==> src/rtl/sp_cmp_pkg.sv <==
package sp_cmp_pkg;
  localparam int LANE_W = 32;
  localparam int EXP_W  = 8;
  localparam int MAN_W  = 23;
  localparam int XMM_W  = 128;

  typedef enum logic [1:0] {
    MODE_MERGE = 2'd0,
    MODE_THREE = 2'd1,
    MODE_MASK  = 2'd2,
    MODE_RSVD  = 2'd3
  } mode_e;

  typedef struct packed {
    logic                sign;
    logic [LANE_W-2:0]   mag;
    logic                nan;
    logic                snan;
    logic                zero;
    logic                sub;
  } fp_class_t;

  // bit order {lt, eq, gt, un}
  typedef struct packed {
    logic lt;
    logic eq;
    logic gt;
    logic un;
  } rel_t;
endpackage

==> src/rtl/sp_classify.sv <==
module sp_classify
  import sp_cmp_pkg::*;
(
  input  logic [LANE_W-1:0] val_i,
  output fp_class_t         cls_o
);
  logic [EXP_W-1:0] exp_f;
  logic [MAN_W-1:0] man_f;
  logic             exp_max, exp_min, man_nz;

  assign exp_f   = val_i[LANE_W-2 -: EXP_W];
  assign man_f   = val_i[MAN_W-1:0];
  assign exp_max = &exp_f;
  assign exp_min = ~|exp_f;
  assign man_nz  = |man_f;

  always_comb begin
    cls_o.sign = val_i[LANE_W-1];
    cls_o.mag  = val_i[LANE_W-2:0];
    cls_o.nan  = exp_max & man_nz;
    cls_o.snan = exp_max & man_nz & ~man_f[MAN_W-1];
    cls_o.zero = exp_min & ~man_nz;
    cls_o.sub  = exp_min & man_nz;
  end
endmodule

==> src/rtl/sp_relation.sv <==
module sp_relation
  import sp_cmp_pkg::*;
(
  input  fp_class_t cls_a_i,
  input  fp_class_t cls_b_i,
  output rel_t      rel_o
);
  logic mag_lt, mag_eq, same_sign, both_zero;
  logic unused_cls;

  assign mag_lt    = cls_a_i.mag < cls_b_i.mag;
  assign mag_eq    = cls_a_i.mag == cls_b_i.mag;
  assign same_sign = cls_a_i.sign == cls_b_i.sign;
  assign both_zero = cls_a_i.zero & cls_b_i.zero;
  assign unused_cls = cls_a_i.snan ^ cls_b_i.snan ^ cls_a_i.sub ^ cls_b_i.sub;

  always_comb begin
    rel_o = '0;
    if (cls_a_i.nan || cls_b_i.nan) begin
      rel_o.un = 1'b1;
    end else if (both_zero || (same_sign && mag_eq)) begin
      rel_o.eq = 1'b1;
    end else if (!same_sign) begin
      rel_o.lt = cls_a_i.sign;
      rel_o.gt = ~cls_a_i.sign;
    end else begin
      // same sign, different magnitude: negative flips the order
      rel_o.lt = cls_a_i.sign ? ~mag_lt : mag_lt;
      rel_o.gt = ~rel_o.lt;
    end
  end
endmodule

==> src/rtl/sp_pred_decode.sv <==
module sp_pred_decode
  import sp_cmp_pkg::*;
(
  input  mode_e      mode_i,
  input  logic [7:0] imm_i,
  output logic [3:0] truth_o,
  output logic       signaling_o
);
  logic [4:0] pred;
  logic       unused_imm;

  assign unused_imm = ^imm_i[7:5];
  assign pred = (mode_i == MODE_MERGE) ? {2'b00, imm_i[2:0]} : imm_i[4:0];

  always_comb begin
    unique case (pred[3:0])
      4'h0: truth_o = 4'b0100;
      4'h1: truth_o = 4'b1000;
      4'h2: truth_o = 4'b1100;
      4'h3: truth_o = 4'b0001;
      4'h4: truth_o = 4'b1011;
      4'h5: truth_o = 4'b0111;
      4'h6: truth_o = 4'b0011;
      4'h7: truth_o = 4'b1110;
      4'h8: truth_o = 4'b0101;
      4'h9: truth_o = 4'b1001;
      4'hA: truth_o = 4'b1101;
      4'hB: truth_o = 4'b0000;
      4'hC: truth_o = 4'b1010;
      4'hD: truth_o = 4'b0110;
      4'hE: truth_o = 4'b0010;
      default: truth_o = 4'b1111;
    endcase
  end

  // lower half signals where bit0 != bit1; upper half inverts that
  assign signaling_o = pred[0] ^ pred[1] ^ pred[4];
endmodule

==> src/rtl/sp_dest_format.sv <==
module sp_dest_format
  import sp_cmp_pkg::*;
#(
  parameter int VEC_W  = 512,
  parameter int MASK_W = 8
) (
  input  mode_e              mode_i,
  input  logic               res_i,
  input  logic [VEC_W-1:0]   src_a_i,
  input  logic [MASK_W-1:0]  wmask_i,
  output logic [VEC_W-1:0]   dest_o,
  output logic [MASK_W-1:0]  mask_o
);
  logic [LANE_W-1:0] lane;
  logic              unused_wm;

  assign lane = {LANE_W{res_i}};

  generate
    if (MASK_W > 1) begin : g_wm_hi
      assign unused_wm = ^wmask_i[MASK_W-1:1];
    end else begin : g_wm_one
      assign unused_wm = 1'b0;
    end
  endgenerate

  always_comb begin
    dest_o = '0;
    mask_o = '0;
    unique case (mode_i)
      MODE_MERGE: dest_o = {src_a_i[VEC_W-1:LANE_W], lane};
      MODE_MASK:  mask_o[0] = res_i & wmask_i[0];
      default:    dest_o[XMM_W-1:0] = {src_a_i[XMM_W-1:LANE_W], lane};
    endcase
  end
endmodule

==> src/rtl/sp_cmp_unit.sv <==
module sp_cmp_unit
  import sp_cmp_pkg::*;
#(
  parameter int VEC_W  = 512,
  parameter int MASK_W = 8
) (
  input  logic               clk_i,
  input  logic               rst_ni,
  input  logic               valid_i,
  input  logic [1:0]         mode_i,
  input  logic [7:0]         imm_i,
  input  logic [VEC_W-1:0]   src_a_i,
  input  logic [LANE_W-1:0]  src_b_i,
  input  logic [MASK_W-1:0]  wmask_i,
  output logic               valid_o,
  output logic [VEC_W-1:0]   dest_o,
  output logic [MASK_W-1:0]  mask_o,
  output logic               invalid_o,
  output logic               denorm_o
);
  localparam int N_OPS = 2;

  mode_e             mode;
  logic [LANE_W-1:0] op [N_OPS];
  fp_class_t         cls [N_OPS];
  rel_t              rel;
  logic [3:0]        truth;
  logic              signaling, res, inv_d, den_d;
  logic [VEC_W-1:0]  dest_d;
  logic [MASK_W-1:0] mask_d;

  assign mode  = mode_e'(mode_i);
  assign op[0] = src_a_i[LANE_W-1:0];
  assign op[1] = src_b_i;

  generate
    for (genvar i = 0; i < N_OPS; i++) begin : g_cls
      sp_classify u_cls (.val_i(op[i]), .cls_o(cls[i]));
    end
  endgenerate

  sp_relation u_rel (.cls_a_i(cls[0]), .cls_b_i(cls[1]), .rel_o(rel));

  sp_pred_decode u_dec (
    .mode_i(mode), .imm_i(imm_i), .truth_o(truth), .signaling_o(signaling)
  );

  assign res   = |(truth & {rel.lt, rel.eq, rel.gt, rel.un});
  assign inv_d = cls[0].snan | cls[1].snan | (signaling & (cls[0].nan | cls[1].nan));
  assign den_d = cls[0].sub | cls[1].sub;

  sp_dest_format #(.VEC_W(VEC_W), .MASK_W(MASK_W)) u_fmt (
    .mode_i(mode), .res_i(res), .src_a_i(src_a_i), .wmask_i(wmask_i),
    .dest_o(dest_d), .mask_o(mask_d)
  );

  always_ff @(posedge clk_i or negedge rst_ni) begin
    if (!rst_ni) begin
      valid_o <= 1'b0;
    end else begin
      valid_o <= valid_i;
    end
  end

  always_ff @(posedge clk_i or negedge rst_ni) begin
    if (!rst_ni) begin
      dest_o    <= '0;
      mask_o    <= '0;
      invalid_o <= 1'b0;
      denorm_o  <= 1'b0;
    end else if (valid_i) begin
      dest_o    <= dest_d;
      mask_o    <= mask_d;
      invalid_o <= inv_d;
      denorm_o  <= den_d;
    end
  end
endmodule

==> config.mk <==
export PLATFORM = sky130hd
export DESIGN_NAME = sp_cmp_unit
export DESIGN_NICKNAME = d
export VERILOG_FILES = /design/src/rtl/sp_cmp_pkg.sv /design/src/rtl/sp_classify.sv /design/src/rtl/sp_relation.sv /design/src/rtl/sp_pred_decode.sv /design/src/rtl/sp_dest_format.sv /design/src/rtl/sp_cmp_unit.sv
export SDC_FILE = /design/constraint.sdc
export NUM_CORES = 1
export LEC_CHECK = 0
export ABC_AREA = 1
export BUFFER_PORTS_ARGS = -buffer_cell sky130_fd_sc_hd__clkbuf_2
export CAP_MARGIN = 20
export CORE_AREA = 5 5 415 417
export DETAILED_ROUTE_END_ITERATION = 12
export DIE_AREA = 0 0 420 422
export SYNTH_ARGS = -nofsm -noshare
export SYNTH_HDL_FRONTEND = slang
export SYNTH_HIERARCHICAL = 1
export SYNTH_SLANG_ARGS = --single-unit
==> constraint.sdc <==
create_clock -name clk_i -period 0.8 [get_ports clk_i]
set_input_delay 0.04 -clock clk_i [delete_from_list [all_inputs] [get_ports clk_i]]
set_output_delay 0.04 -clock clk_i [all_outputs]
set_load 0.01 [all_outputs]
; Yosys cells after proc, flatten, opt, wreduce, memory -nomap -nowiden
; Memories as Yosys holds them, arrays and structs flattened.
; Cells that the tools add are included.
[word_totals]
register_bits = 516
latch_bits = 0
ram_bits = 0
mem_bits_ro = 64
out_inout_bits = 523
wordCells = 60
n_memories = 1
[mem_list]
columns = memory, depth, width, rd, rd_clocked_by_memory_dff, wr, line_no
row1 = (no name shown), 16, 4, 1, 0, 0, sp_pred_decode.sv:16  ; unique case (pred[3:0])
[classes]
n_addsub = 0
n_mul = 0
n_div = 0
magnitude_cmp = 1
n_eq_ne = 3
shifts = 0
muxes = 12
bitwise = 25
n_reduce_logical = 13
[op_table]
columns = op, count
row1 = 2-to-1 mux 384 bit, 1
row2 = 2-to-1 mux 128 bit, 1
row3 = OR reduction 23 bit, 2
row4 = equality test 31 bit, 1
row5 = less-than comparator 31 bit, 1
row6 = AND reduction 8 bit, 2
row7 = OR reduction 8 bit, 2
row8 = bitwise AND 1 bit, 11
row9 = 2-to-1 mux 1 bit, 8
row10 = NOT 1 bit, 7
row11 = 2-to-1 mux 5 bit, 1
row12 = bitwise AND 4 bit, 1
row13 = OR 1 bit, 4
row14 = OR reduction 4 bit, 1
row15 = 2-to-1 mux 3 bit, 1
row16 = equality test 2 bit (second input constant), 1
row17 = zero test 1 bit, 2
row18 = zero test 2 bit, 1
row19 = logical OR 1 bit, 2
row20 = bitwise XOR 1 bit, 2
row21 = equality test 1 bit, 1
row22 = logical AND 1 bit, 1

; Logic depth before layout (Yosys ltp)
; Gate-level depths: netlist (run 1).
[logic_depth]
word_depth = 11
ltp_mapped = 22

; Cells and area by module
; Netlist (run 1), hierarchy kept.
[modules_own_cells]
columns = module, n_inst, cells_per_inst, area_each_um2, seq_area_each_um2
row1 = sp_cmp_unit, 1, 2215, 20425.8, 13087.6
row2 = sp_dest_format, 1, 1070, 5342.6, 0.0
row3 = sp_relation, 1, 177, 1009.7, 0.0
row4 = sp_classify, 2, 70, 404.1, 0.0
row5 = sp_pred_decode, 1, 31, 168.9, 0.0

; Worst setup path before layout (run 1)
; Ideal clock, no wire load.
[synth_path]
path_kind = in2reg
start = in src_a_i[30]
end = reg dest_o[10]
t_arrival_ns = 2.888
slack_ns = -2.170
stages = 17
path_buffers = 2
path_cell_list = buf_4 -> ha_1 -> a21o_1 -> nor2_1 -> nand2_1 -> a21oi_2 -> nand2_1 -> nand2_1 -> nand2_1 -> nor2_1 -> nand2_1 -> nand4_1 -> inv_1 -> a21oi_1 -> buf_4 -> nand2_1 -> o21ai_0
[synth_lines]
columns = element, line_no
row1 = "start, declared", sp_cmp_unit.sv:12  ; input logic [VEC_W-1:0] src_a_i,
row2 = "end signal, assigned", sp_cmp_unit.sv:72  ; dest_o <= dest_d;
row3 = "end, declared", sp_cmp_unit.sv:16  ; output logic [VEC_W-1:0] dest_o,

==> results of run 1 <==
## cell usage after synthesis
cell	n	area [sq um]
xor2_1	2	17.5
nor2_1	167	627
dfrtp_1	523	13100
nand4_1	11	68.8
nor3_1	3	15.0
nor2b_1	2	12.5
nand2_4	1	11.3
buf_6	61	687
buf_8	13	195
nand2_1	608	2280
ha_1	35	438
inv_1	1066	4000
o21ai_0	432	2160
conb_1	1	3.75
inv_4	1	6.26
a21oi_1	106	531
nor2_2	281	1760
buf_12	2	40.0
inv_2	3	11.3
nand2_2	3	18.8
clkbuf_1	59	221
a21o_1	1	7.51
o21ai_1	92	460
buf_2	37	185
nand3_2	2	20.0
nand3_1	7	35.0
nand3b_1	1	7.51
buf_4	108	811
buf_1	2	7.51
a21oi_2	3	26.3
## state kept, by name, summed over array words and instances (netlist names)
signal     cells
denorm_o       1
invalid_o      1
mask_o         8
dest_o       512
valid_o        1
## what timing repair did
action                                  CTS  global route
buffers inserted                         89            43
hold buffers                            493             5
gates cloned                              2             0
setup endpoints to repair               556           952
pin swaps                                14            24
endpoints found under the hold margin  1007            44
gates resized for setup                 128           274
## final timing paths
check / startpoint / to / depth (start not counted) / slack, ns
setup / recovery: src_a_i[21] / dest_o[31]$_DFFE_PN0P_ / 20 / -0.94
hold / removal: valid_i / dest_o[51]$_DFFE_PN0P_ / 4 / -0.03
setup reg to reg: dest_o[42]$_DFFE_PN0P_ / dest_o[42]$_DFFE_PN0P_ / 4 / -0.13
hold reg to reg: dest_o[8]$_DFFE_PN0P_ / dest_o[8]$_DFFE_PN0P_ / 2 / 0.51
max in group asynchronous: rst_ni / dest_o[308]$_DFFE_PN0P_ / 5 / -0.60
min in group asynchronous: rst_ni / dest_o[33]$_DFFE_PN0P_ / 4 / 0.12
## area by class of cell
| cell class | count | area share (%) |
|---|---|---|
| Antenna cell | 8 | 0.0435 |
| Clock buffer | 87 | 4.09 |
| Clock inverter | 37 | 1.06 |
| Inverter | 1070 | 8.77 |
| Multi-Input combinational cell | 1764 | 19.8 |
| Sequential cell | 523 | 28.5 |
| Tap cell | 2218 | 6.03 |
| Timing Repair Buffer | 1931 | 31.8 |
## per-stage QoR
step | cells | setup WS [ns] | total power (W) | area (sq um)
floorplan | 3639 | -1.33 | 0.0364 | 28300
global placement | 6875 | -1.63 | 0.0427 | 36500
detailed placement | 6875 | -1.63 | 0.0428 | 36500
CTS | 7583 | -0.817 | 0.0795 | 45000
global route | 7635 | -1.00 | 0.0830 | 46000
finish | 7638 | -0.941 | 0.0790 | 46000
## metal layers
| metal | share of wire (%) | track usage, % | routed length [um] |
|---|---|---|---|
| met5 | 0 | 0 | 0 |
| met4 | 6.4 | 7.32 | 7510 |
| met3 | 6.5 | 2.70 | 7640 |
| met2 | 48 | 21.2 | 56400 |
| met1 | 39 | 15.0 | 46700 |
## report_power, final
part | internal [W] | switching, W | total [W]
sequential | 0.0283 | 0.00123 | 0.0296
combinational | 0.00794 | 0.00864 | 0.0166
clock | 0.0198 | 0.0131 | 0.0328
total | 0.0560 | 0.0229 | 0.0790
## cells by family after synthesis
group	after synthesis	share of synthesized area [%]
fa+ha+maj	35	1.58
other cells	1	0.0135
buf+inv	1352	22.2
xor+xnor	2	0.0631
compound gates	634	11.5
simple gates	1086	17.5
flops	523	47.2
## worst max-delay path, delay by kind of cell
family / cells / cell delay, ns
buf+inv: 6 / 0.61
simple gates: 9 / 0.74
compound gates: 4 / 0.64
fa+ha+maj: 1 / 0.25
==> run summary, run 1 <==
status: complete, but fails checks
failing checks: hold timing, setup timing
number of synthesized register bits: 523
cells along the critical path: clkbuf_2 -> ha_4 -> nand2_4 -> inv_2 -> a21oi_2 -> nand2_2 -> a21oi_4 -> nand2_4 -> nand2_1 -> nand2_1 -> nor2_1 -> nand2_1 -> nand4_1 -> buf_12 -> inv_4 -> a21oi_4 -> buf_12 -> buf_16 -> nand2_1 -> o21ai_1
Post-Syn Instances: 3,633
Root Buffer Master: clkbuf_16
PortBufs: 1,077
Max clock buf depth: 3
initial antenna violation count: 8
Final Net Count: 5,958
worst skew pair latency: 0.63 ns
die width: 420 um
sequential area share after synthesis: 47.2%
Placeable Area: 168,000 sq um
Worst Slack Setup Final: -0.941 ns
most frequent cells in the layout: inv_1, clkbuf_2, nand2_1
critical path class: input pin to register
Slew @ Worst Pin: 0.616 ns
gp weighted congestion: 0.933
DIE HEIGHT: 422 um
first-pass GRT wire length: 174,000 um
Static Leak: 24.1 nW
# fillers: 17,700
H-tree Lvls: 3
die area: 177,000 sq um
final hold slack: -0.0252 ns
Largest stage delay, worst path: 0.25 ns
Via density: 3.77
final wirelength: 118,000 um
RSZ-0062 raised after global routing: true
Hold WC Path Type: input pin to register
Period minus WS final: 1.74 ns
initial DRC count: 1,646
most used cell, CP: nand2_1
critical path's slowest cell: ha_4
Ys Warns: 6
Num Clock Sinks: 523
Critical Path RT: 1.36 ns
mapped cell area: 27,800 sq um
DR vias: 28,800
Crit. End Element: register
CP Launch Type: input pin
Finished Core Util: 27.3%
MaxCap Viol Count: 0
synth unique cells: 30
cell row count: 151
final setup fails: 741
io pins: 1,088
largest net degree at the start of global routing: 97
Global Route Usage Sum: 12.7%
PD cells: 1720 nW/um^2
final critical-path share of the clock period: 218%
final max-slew violation count: 0
layout cell share with drive strength beyond 1: 36.0%
Slew Limit Headroom: 58.8%
DRC Markers: 0
drt first pass iters: 5
Routed Antenna Nets: 0
post-detail-place hpwl: 88,900 um
Layout area overhead: 65.8%
Crit path arrival time: 2.30 ns
Inserted Clock Buffers: 68
global route overflow: 0
worst vdd ir: 0.00136 V
Clock Pin Slew Worst Setup and Hold Paths: 0.06 ns
CTS tree: yes
Wirelength per Cell: 15.5 um
Worst Path Max Fanout: 8
Setup TNS Final: -316.19 ns
Final Hold Vio Count: 8
Avg Cell Area, Syn: 7.64 sq um
initial core utilization: 16.5%
Achievable Freq: 574 MHz
vias in the first global route: 29,200
multi-input combinational cell area: 9090 sq um
most common cell after layout, fill and taps aside: inv_1
sequential cell area: 13,100 sq um
clk_skew: 0 ns
Note: power is estimated with default switching activity, not from simulation.
==> inputs of run 2 (changes only) <==
--- a/config.mk
+++ b/config.mk
@@ -8,10 +8,10 @@
 export ABC_AREA = 1
 export BUFFER_PORTS_ARGS = -buffer_cell sky130_fd_sc_hd__clkbuf_2
 export CAP_MARGIN = 20
-export CORE_AREA = 5 5 415 417
+export CORE_AREA = 5 5 423 425
 export DETAILED_ROUTE_END_ITERATION = 12
-export DIE_AREA = 0 0 420 422
+export DIE_AREA = 0 0 428 430
+export PLACE_DENSITY = 0.38
 export SYNTH_ARGS = -nofsm -noshare
 export SYNTH_HDL_FRONTEND = slang
-export SYNTH_HIERARCHICAL = 1
 export SYNTH_SLANG_ARGS = --single-unit
==> run 2 against run 1 <==
Against the previous run: the flow still finishes with violations (hold timing, setup timing); clock power shrank 3%; synthesized cell count is 40% lower; non-clock buffer count increased by 1; synthesized area shrank 27%; sequential cell count down 38; final area shrank 12%; fmax grew 10%; count of clock-buffer cells in the layout is 16 higher; largest cell class unchanged; largest power group unchanged.
==> run summary, run 2 <==
status: complete, but fails checks
failing checks: hold timing, setup timing
HP Start: valid_i
worst vdd ir: 0.00117 V (-14%)
post-detail-place hpwl: 104,000 um (+17%)
most frequent cells in the layout: clkbuf_2, nand2_1, dlygate4sd3_1
gp weighted congestion: 0.921 (-1.2%)
Post-Syn Instances: 2,189 (-40%)
Placeable Area: 175,000 sq um (+3.9%)
mapped cell area: 20,200 sq um (-27%)
total power: 0.0741 W (-6.2%)
Synth area leaders: dfrtp_1, nand2_1, o21ai_0
DR vias: 22,700 (-21%)
Crit path arrival time: 1.54 ns (-0.76 ns)
Slew Limit Headroom: 61.0% (+2.2 points)
Post-synth ARST share: 100% (unchanged)
Hold WC Path Type: input pin to register
max reg flops: 481 (-6.1%)
layout cell share with drive strength beyond 1: 39.4% (+3.4 points)
PD cells: 1830 nW/um^2 (+6.8%)
reg-to-reg slack, setup: -0.08 ns (+0.05 ns)
final wirelength: 131,000 um (+11%)
final setup fails: 748 (+0.94%)
Post-synth top flop: dfrtp_1
die width: 428 um (+1.9%)
global route overflow: 0 (unchanged)
most common cell after layout, fill and taps aside: clkbuf_2
critical path class: register to output port
DIE HEIGHT: 430 um (+1.9%)
Global Route Usage Sum: 13.6% (+0.86 points)
synth unique cells: 38 (+27%)
Period minus WS final: 1.58 ns (-0.160 ns)
RSZ-0062 raised after global routing: true
Avg Cell Area, Syn: 9.21 sq um (+21%)
initial DRC count: 1,063 (-35%)
r2r endpoint: dest_o[420]$_DFFE_PN0P_
Crit. End Element: output port
Wirelength per Cell: 20.4 um (+32%)
first-pass GRT wire length: 183,000 um (+5.0%)
io pins: 1,088 (unchanged)
PortBufs: 1,070 (-0.65%)
initial antenna violation count: 58 (+50)
Root Buffer Master: clkbuf_16
Max clock buf depth: 3 (unchanged)
final critical-path share of the clock period: 198% (-20 points)
number of synthesized flops with an enable pin: 0 (unchanged)
worst skew pair latency: 0.64 ns (about the same)
Static Leak: 19.7 nW (-18%)
Final Net Count: 4,607 (-23%)
# fillers: 19,300 (+9.0%)
Num Clock Sinks: 485 (-7.3%)
Setup TNS Final: -296.28 ns (+19.91 ns)
drt first pass iters: 5 (unchanged)
MaxCap Viol Count: 0 (unchanged)
worst r2r src: dest_o[420]$_DFFE_PN0P_
die area: 184,000 sq um (+3.8%)
Ys Warns: 0 (-6)
cells along the critical path: buf_12 -> clkbuf_2
Final Hold Vio Count: 19 (+11)
post-synth top area share: 60.2% (+13 points)
sequential area share after synthesis: 60.2% (+13 points)
DRC Markers: 0 (unchanged)
Clock Pin Slew Worst Setup and Hold Paths: 0.06 ns (about the same)
CP Launch Type: register
post-place setup slack: -1.06 ns (+0.569 ns)
largest net degree at the start of global routing: 81 (-16%)
Worst R2R Path Depth: 4 (unchanged)
clk_skew: 0 ns (unchanged)
cell row count: 154 (+2.0%)
H-tree Lvls: 3 (unchanged)
largest register by flop count: dest_o
final max-slew violation count: 0 (unchanged)
Synth area leader: dfrtp_1
synth cell count leaders: nand2_1, dfrtp_1, o21ai_0
vias in the first global route: 24,300 (-17%)
Inserted Clock Buffers: 67 (-1.5%)
Hold Path Depth: 4 (unchanged)
most common cell in the synthesized netlist: nand2_1
Via density: 3.54 (-6.1%)
Achievable Freq: 632 MHz (+10%)
initial core utilization: 11.5% (-5.0 points)
Worst Slack Setup Final: -0.781 ns (+0.160 ns)
critical path's slowest cell: dfrtp_4
Largest stage delay, worst path: 0.53 ns (+0.28 ns)
final hold slack: -0.0307 ns (-0.00546 ns)
Slew @ Worst Pin: 0.583 ns (-0.0334 ns)
Routed Antenna Nets: 0 (unchanged)
Worst Path Max Fanout: 26 (+18)
Hold EP: dest_o[400]$_DFFE_PN0P_
number of synthesized register bits: 485 (-7.3%)
CTS tree: yes
Layout area overhead: 101%
Critical Path RT: 0.76 ns (-0.60 ns)
-- run 2: changes by cell type after synthesis, moves of 60 or more --
cell     change
nor2_2     -279
nor2_1     -123
a21oi_1     -96
nand2_1    +230
o21ai_1     -92
inv_1     -1014
a22o_1      +96
buf_4       -68
buf_6       -60
-- run 2: logic make-up after synthesis --
family	after synthesis	share of synthesized area, %
xor gates and xnor gates	5	0.254
adders and majority gates	33	2.05
DFF	485	60.2
AOI/OAI and AO/OA	497	14.2
other	1	0.0186
and+or+nand+nor	928	17.9
buffers and inverters	240	5.44
-- run 2: how the worst max path moves through the flow --
stage | startpoint | end | slack (ns) | cells after the start
floorplan | src_b_i[20] | dest_o[31]$_DFFE_PN0P_ | -0.53 | 15
global placement | src_b_i[6] | dest_o[31]$_DFFE_PN0P_ | -1.12 | 18
detailed placement | src_b_i[5] | mask_o[0]$_DFFE_PN0P_ | -1.06 | 17
CTS | dest_o[31]$_DFFE_PN0P_ | dest_o[13] | -0.87 | 2
global route | dest_o[31]$_DFFE_PN0P_ | dest_o[30] | -0.85 | 2
finish | dest_o[31]$_DFFE_PN0P_ | dest_o[13] | -0.78 | 2
-- run 2: cell type report --
cell class | count | area, sq um | area share (%)
Inverter | 53 | 255 | 0.631
Multi-Input combinational cell | 1470 | 7310 | 18.1
Clock buffer | 103 | 2090 | 5.18
Timing Repair Buffer | 1932 | 15400 | 38.0
Tap cell | 2340 | 2930 | 7.24
Antenna cell | 32 | 80.1 | 0.198
Sequential cell | 485 | 12200 | 30.1
Clock inverter | 16 | 249 | 0.616
-- run 2: per-stage QoR --
stage,area (sq um),cells,util (%)
floorplan,21000,2195,-
global placement,29900,5613,17.1
detailed placement,29900,5613,17.1
CTS,39600,6377,22.6
global route,40400,6415,23.1
finish,40400,6431,23.1
-- run 2: routing by layer --
metal  global-route usage [%]  up-vias  routed length [um]
met5                        0        -                 165
met4                     3.83       24                3650
met3                     3.59      185                7680
met2                     23.9      714               65900
met1                     16.2    11000               53900
li1                         -    10800                   -
-- run 2: repair_timing --
item | 4_1_cts | 5_1_grt
gates resized for setup | 246 | 248
cloned | 0 | 2
hold buffers | 546 | 6
pin swaps | 6 | 56
endpoints found under the hold margin | 970 | 44
endpoints found under the setup margin | 520 | 1223
buffers inserted | 99 | 37
-- run 2: power by group --
part | switching, W | leakage (nW) | total (W) | internal [W]
combinational | 0.00764 | 12.1 | 0.0153 | 0.00764
clock | 0.0125 | 1.15 | 0.0317 | 0.0191
sequential | 0.00108 | 6.43 | 0.0272 | 0.0261
total | 0.0213 | 19.7 | 0.0741 | 0.0529
-- run 2: critical path, delay by kind of cell, from the launching register on --
family / cells / cell delay (ns)
buffers and inverters: 2 / 0.33
flip-flops: 1 / 0.53
==> inputs of run 3 (changes only) <==
--- a/config.mk
+++ b/config.mk
@@ -11,7 +11,7 @@
 export CORE_AREA = 5 5 423 425
 export DETAILED_ROUTE_END_ITERATION = 12
 export DIE_AREA = 0 0 428 430
-export PLACE_DENSITY = 0.38
+export PLACE_DENSITY = 0.37
 export SYNTH_ARGS = -nofsm -noshare
 export SYNTH_HDL_FRONTEND = slang
 export SYNTH_SLANG_ARGS = --single-unit
==> constraint.sdc (replaced) <==
create_clock -name clk_i -period 1.9 [get_ports clk_i]
set_input_delay 0.095 -clock clk_i [delete_from_list [all_inputs] [get_ports clk_i]]
set_output_delay 0.095 -clock clk_i [all_outputs]
set_load 0.01 [all_outputs]
==> run 3 against run 2 <==
Against the previous run: the flow now finishes without violations; power down 60%; global-route usage is 0.51 points lower; non-clock buffer count down 212; die area unchanged; clock power fell by 58%; critical path depth grew 5; highest routed layer unchanged; sequential power fell by 58%; utilization is 2.2 points lower; final area fell by 9.6%.
==> run summary, run 3 (same netlist as run 2, synthesis figures left out) <==
status: completed
io pins: 1,088 (unchanged)
PD cells: 817 nW/um^2 (-55%)
Critical Path RT: 2.48 ns (+1.72 ns)
Period minus WS final: 1.81 ns
Placeable Area: 175,000 sq um (unchanged)
Num Clock Sinks: 485 (unchanged)
largest register by flop count: dest_o
most common cell after layout, fill and taps aside: clkbuf_2
Max clock buf depth: 3 (unchanged)
Crit path arrival time: 2.39 ns (+0.85 ns)
die area: 184,000 sq um (unchanged)
layout cell share with drive strength beyond 1: 33.3% (-6.2 points)
first-pass GRT wire length: 176,000 um (-3.9%)
initial antenna violation count: 17 (-71%)
PortBufs: 1,070 (unchanged)
Worst Path Max Fanout: 3 (-88%)
Crit. End Element: register
DIE HEIGHT: 430 um (unchanged)
Slew Limit Headroom: 51.5% (-9.5 points)
CTS tree: yes
clk_skew: 0 ns (unchanged)
DR vias: 22,200 (-2.3%)
drt first pass iters: 5 (unchanged)
worst vdd ir: 0.000495 V (-58%)
MaxCap Viol Count: 0 (unchanged)
Worst R2R Path Depth: 3 (-1)
final max-slew violation count: 0 (unchanged)
vias in the first global route: 23,000 (-5.1%)
DP Area: 28,600 sq um (-4.3%)
RSZ-0062 raised after global routing: false
largest net degree at the start of global routing: 137 (+69%)
DRC Markers: 0 (unchanged)
Critical Path Source: src_a_i[25]
Inserted Clock Buffers: 66 (-1.5%)
r2r endpoint: dest_o[495]$_DFFE_PN0P_
most frequent cells in the layout: clkbuf_2, nand2_1, dlygate4sd3_1
post-detail-place hpwl: 97,200 um (-6.2%)
Slew @ Worst Pin: 0.727 ns (+0.145 ns)
Root Buffer Master: clkbuf_16
Hold WC Path Type: input pin to register
setup bufs post-CTS: 0 (-100%)
reg-to-reg slack, setup: 0.65 ns (+0.73 ns)
final setup fails: 0 (-100%)
worst skew pair latency: 0.66 ns (+0.02 ns)
Final Cell Area: 36,600 sq um (-9.6%)
Achievable Freq: 552 MHz
H-tree Lvls: 3 (unchanged)
critical path class: input pin to register
final wirelength: 125,000 um (-4.6%)
initial DRC count: 1,465 (+38%)
Wirelength per Cell: 20.2 um (-0.92%)
final critical-path share of the clock period: 95.4%
die width: 428 um (unchanged)
total power: 0.0299 W (-60%)
crit path capture: denorm_o$_DFFE_PN0P_
Static Leak: 18.1 nW (-8.3%)
CP Launch Type: input pin
Final Hold Vio Count: 0 (-19)
Layout area overhead: 81.4%
global route overflow: 0 (unchanged)
max reg flops: 481 (unchanged)
gp weighted congestion: 0.931 (+1.1%)
Routed Antenna Nets: 0 (unchanged)
worst r2r src: dest_o[495]$_DFFE_PN0P_
Via density: 3.59 (+1.5%)
initial core utilization: 11.5% (unchanged)
cell row count: 154 (unchanged)
Clock Pin Slew Worst Setup and Hold Paths: 0.06 ns (about the same)
Global Route Usage Sum: 13.0% (-0.51 points)
Final Net Count: 4,394 (-4.6%)
-- run 3: metal layers --
metal / share of wire (%) / GRT usage, %
met1: 43 / 16.7
met2: 48 / 21.7
met3: 6.0 / 3.15
met4: 2.7 / 3.84
met5: 0.010 / 0
-- run 3: layout make-up --
type	count	area, sq um
repair buffers	1720	12100
diodes	11	27.5
flip-flops and latches	485	12100
clock inverters	17	309
well taps	2340	2930
inverters	53	206
clock buffers	97	1950
multi-input cells	1470	6970
fillers	19600	138000
-- run 3: where the power goes --
group | internal, W | switching, W
logic | 0.00234 | 0.00294
registers | 0.0110 | 0.000425
clock network | 0.00785 | 0.00532
total | 0.0212 | 0.00869
-- run 3: worst min path at each step --
stage,slack [ns],cells past startpoint,startpoint,end
after floorplan,-0.20,0,rst_ni,denorm_o$_DFFE_PN0P_
after global routing,0.04,3,mode_i[1],dest_o[476]$_DFFE_PN0P_
after global placement,0.04,1,rst_ni,dest_o[213]$_DFFE_PN0P_
after CTS,0.0008,3,mode_i[1],dest_o[489]$_DFFE_PN0P_
final,0.07,3,mode_i[1],dest_o[489]$_DFFE_PN0P_
after detailed placement,0.04,1,rst_ni,dest_o[213]$_DFFE_PN0P_
-- run 3: per-stage QoR --
stage               setup slack [ns]  TNS (ns)  hold slack (ns)  util [%]  instances
floorplan                      0.450         0           -0.201         -       2195
CTS                           0.0722         0         0.000803      20.9       6182
finish                        0.0880         0           0.0697      20.9       6193
global placement              -0.220    -0.432           0.0392      16.4       5505
global route                  0.0199         0           0.0400      20.9       6188
detailed placement            -0.189    -0.373           0.0405      16.4       5505
-- run 3: repair_timing --
action | 4_1_cts | 5_1_grt
resized for setup | 0 | 2
hold buffers | 563 | 0
endpoints found under the hold margin | 936 | 0
setup endpoints to repair | 0 | 6
-- run 3: critical path, cell delays in order --
cell           delay, ns
dlygate4sd3_1       0.56
clkbuf_2            0.14
nor2_1              0.20
dlygate4sd3_1       0.59
nand4_1             0.10
dlygate4sd3_1       0.57
a31oi_1             0.13
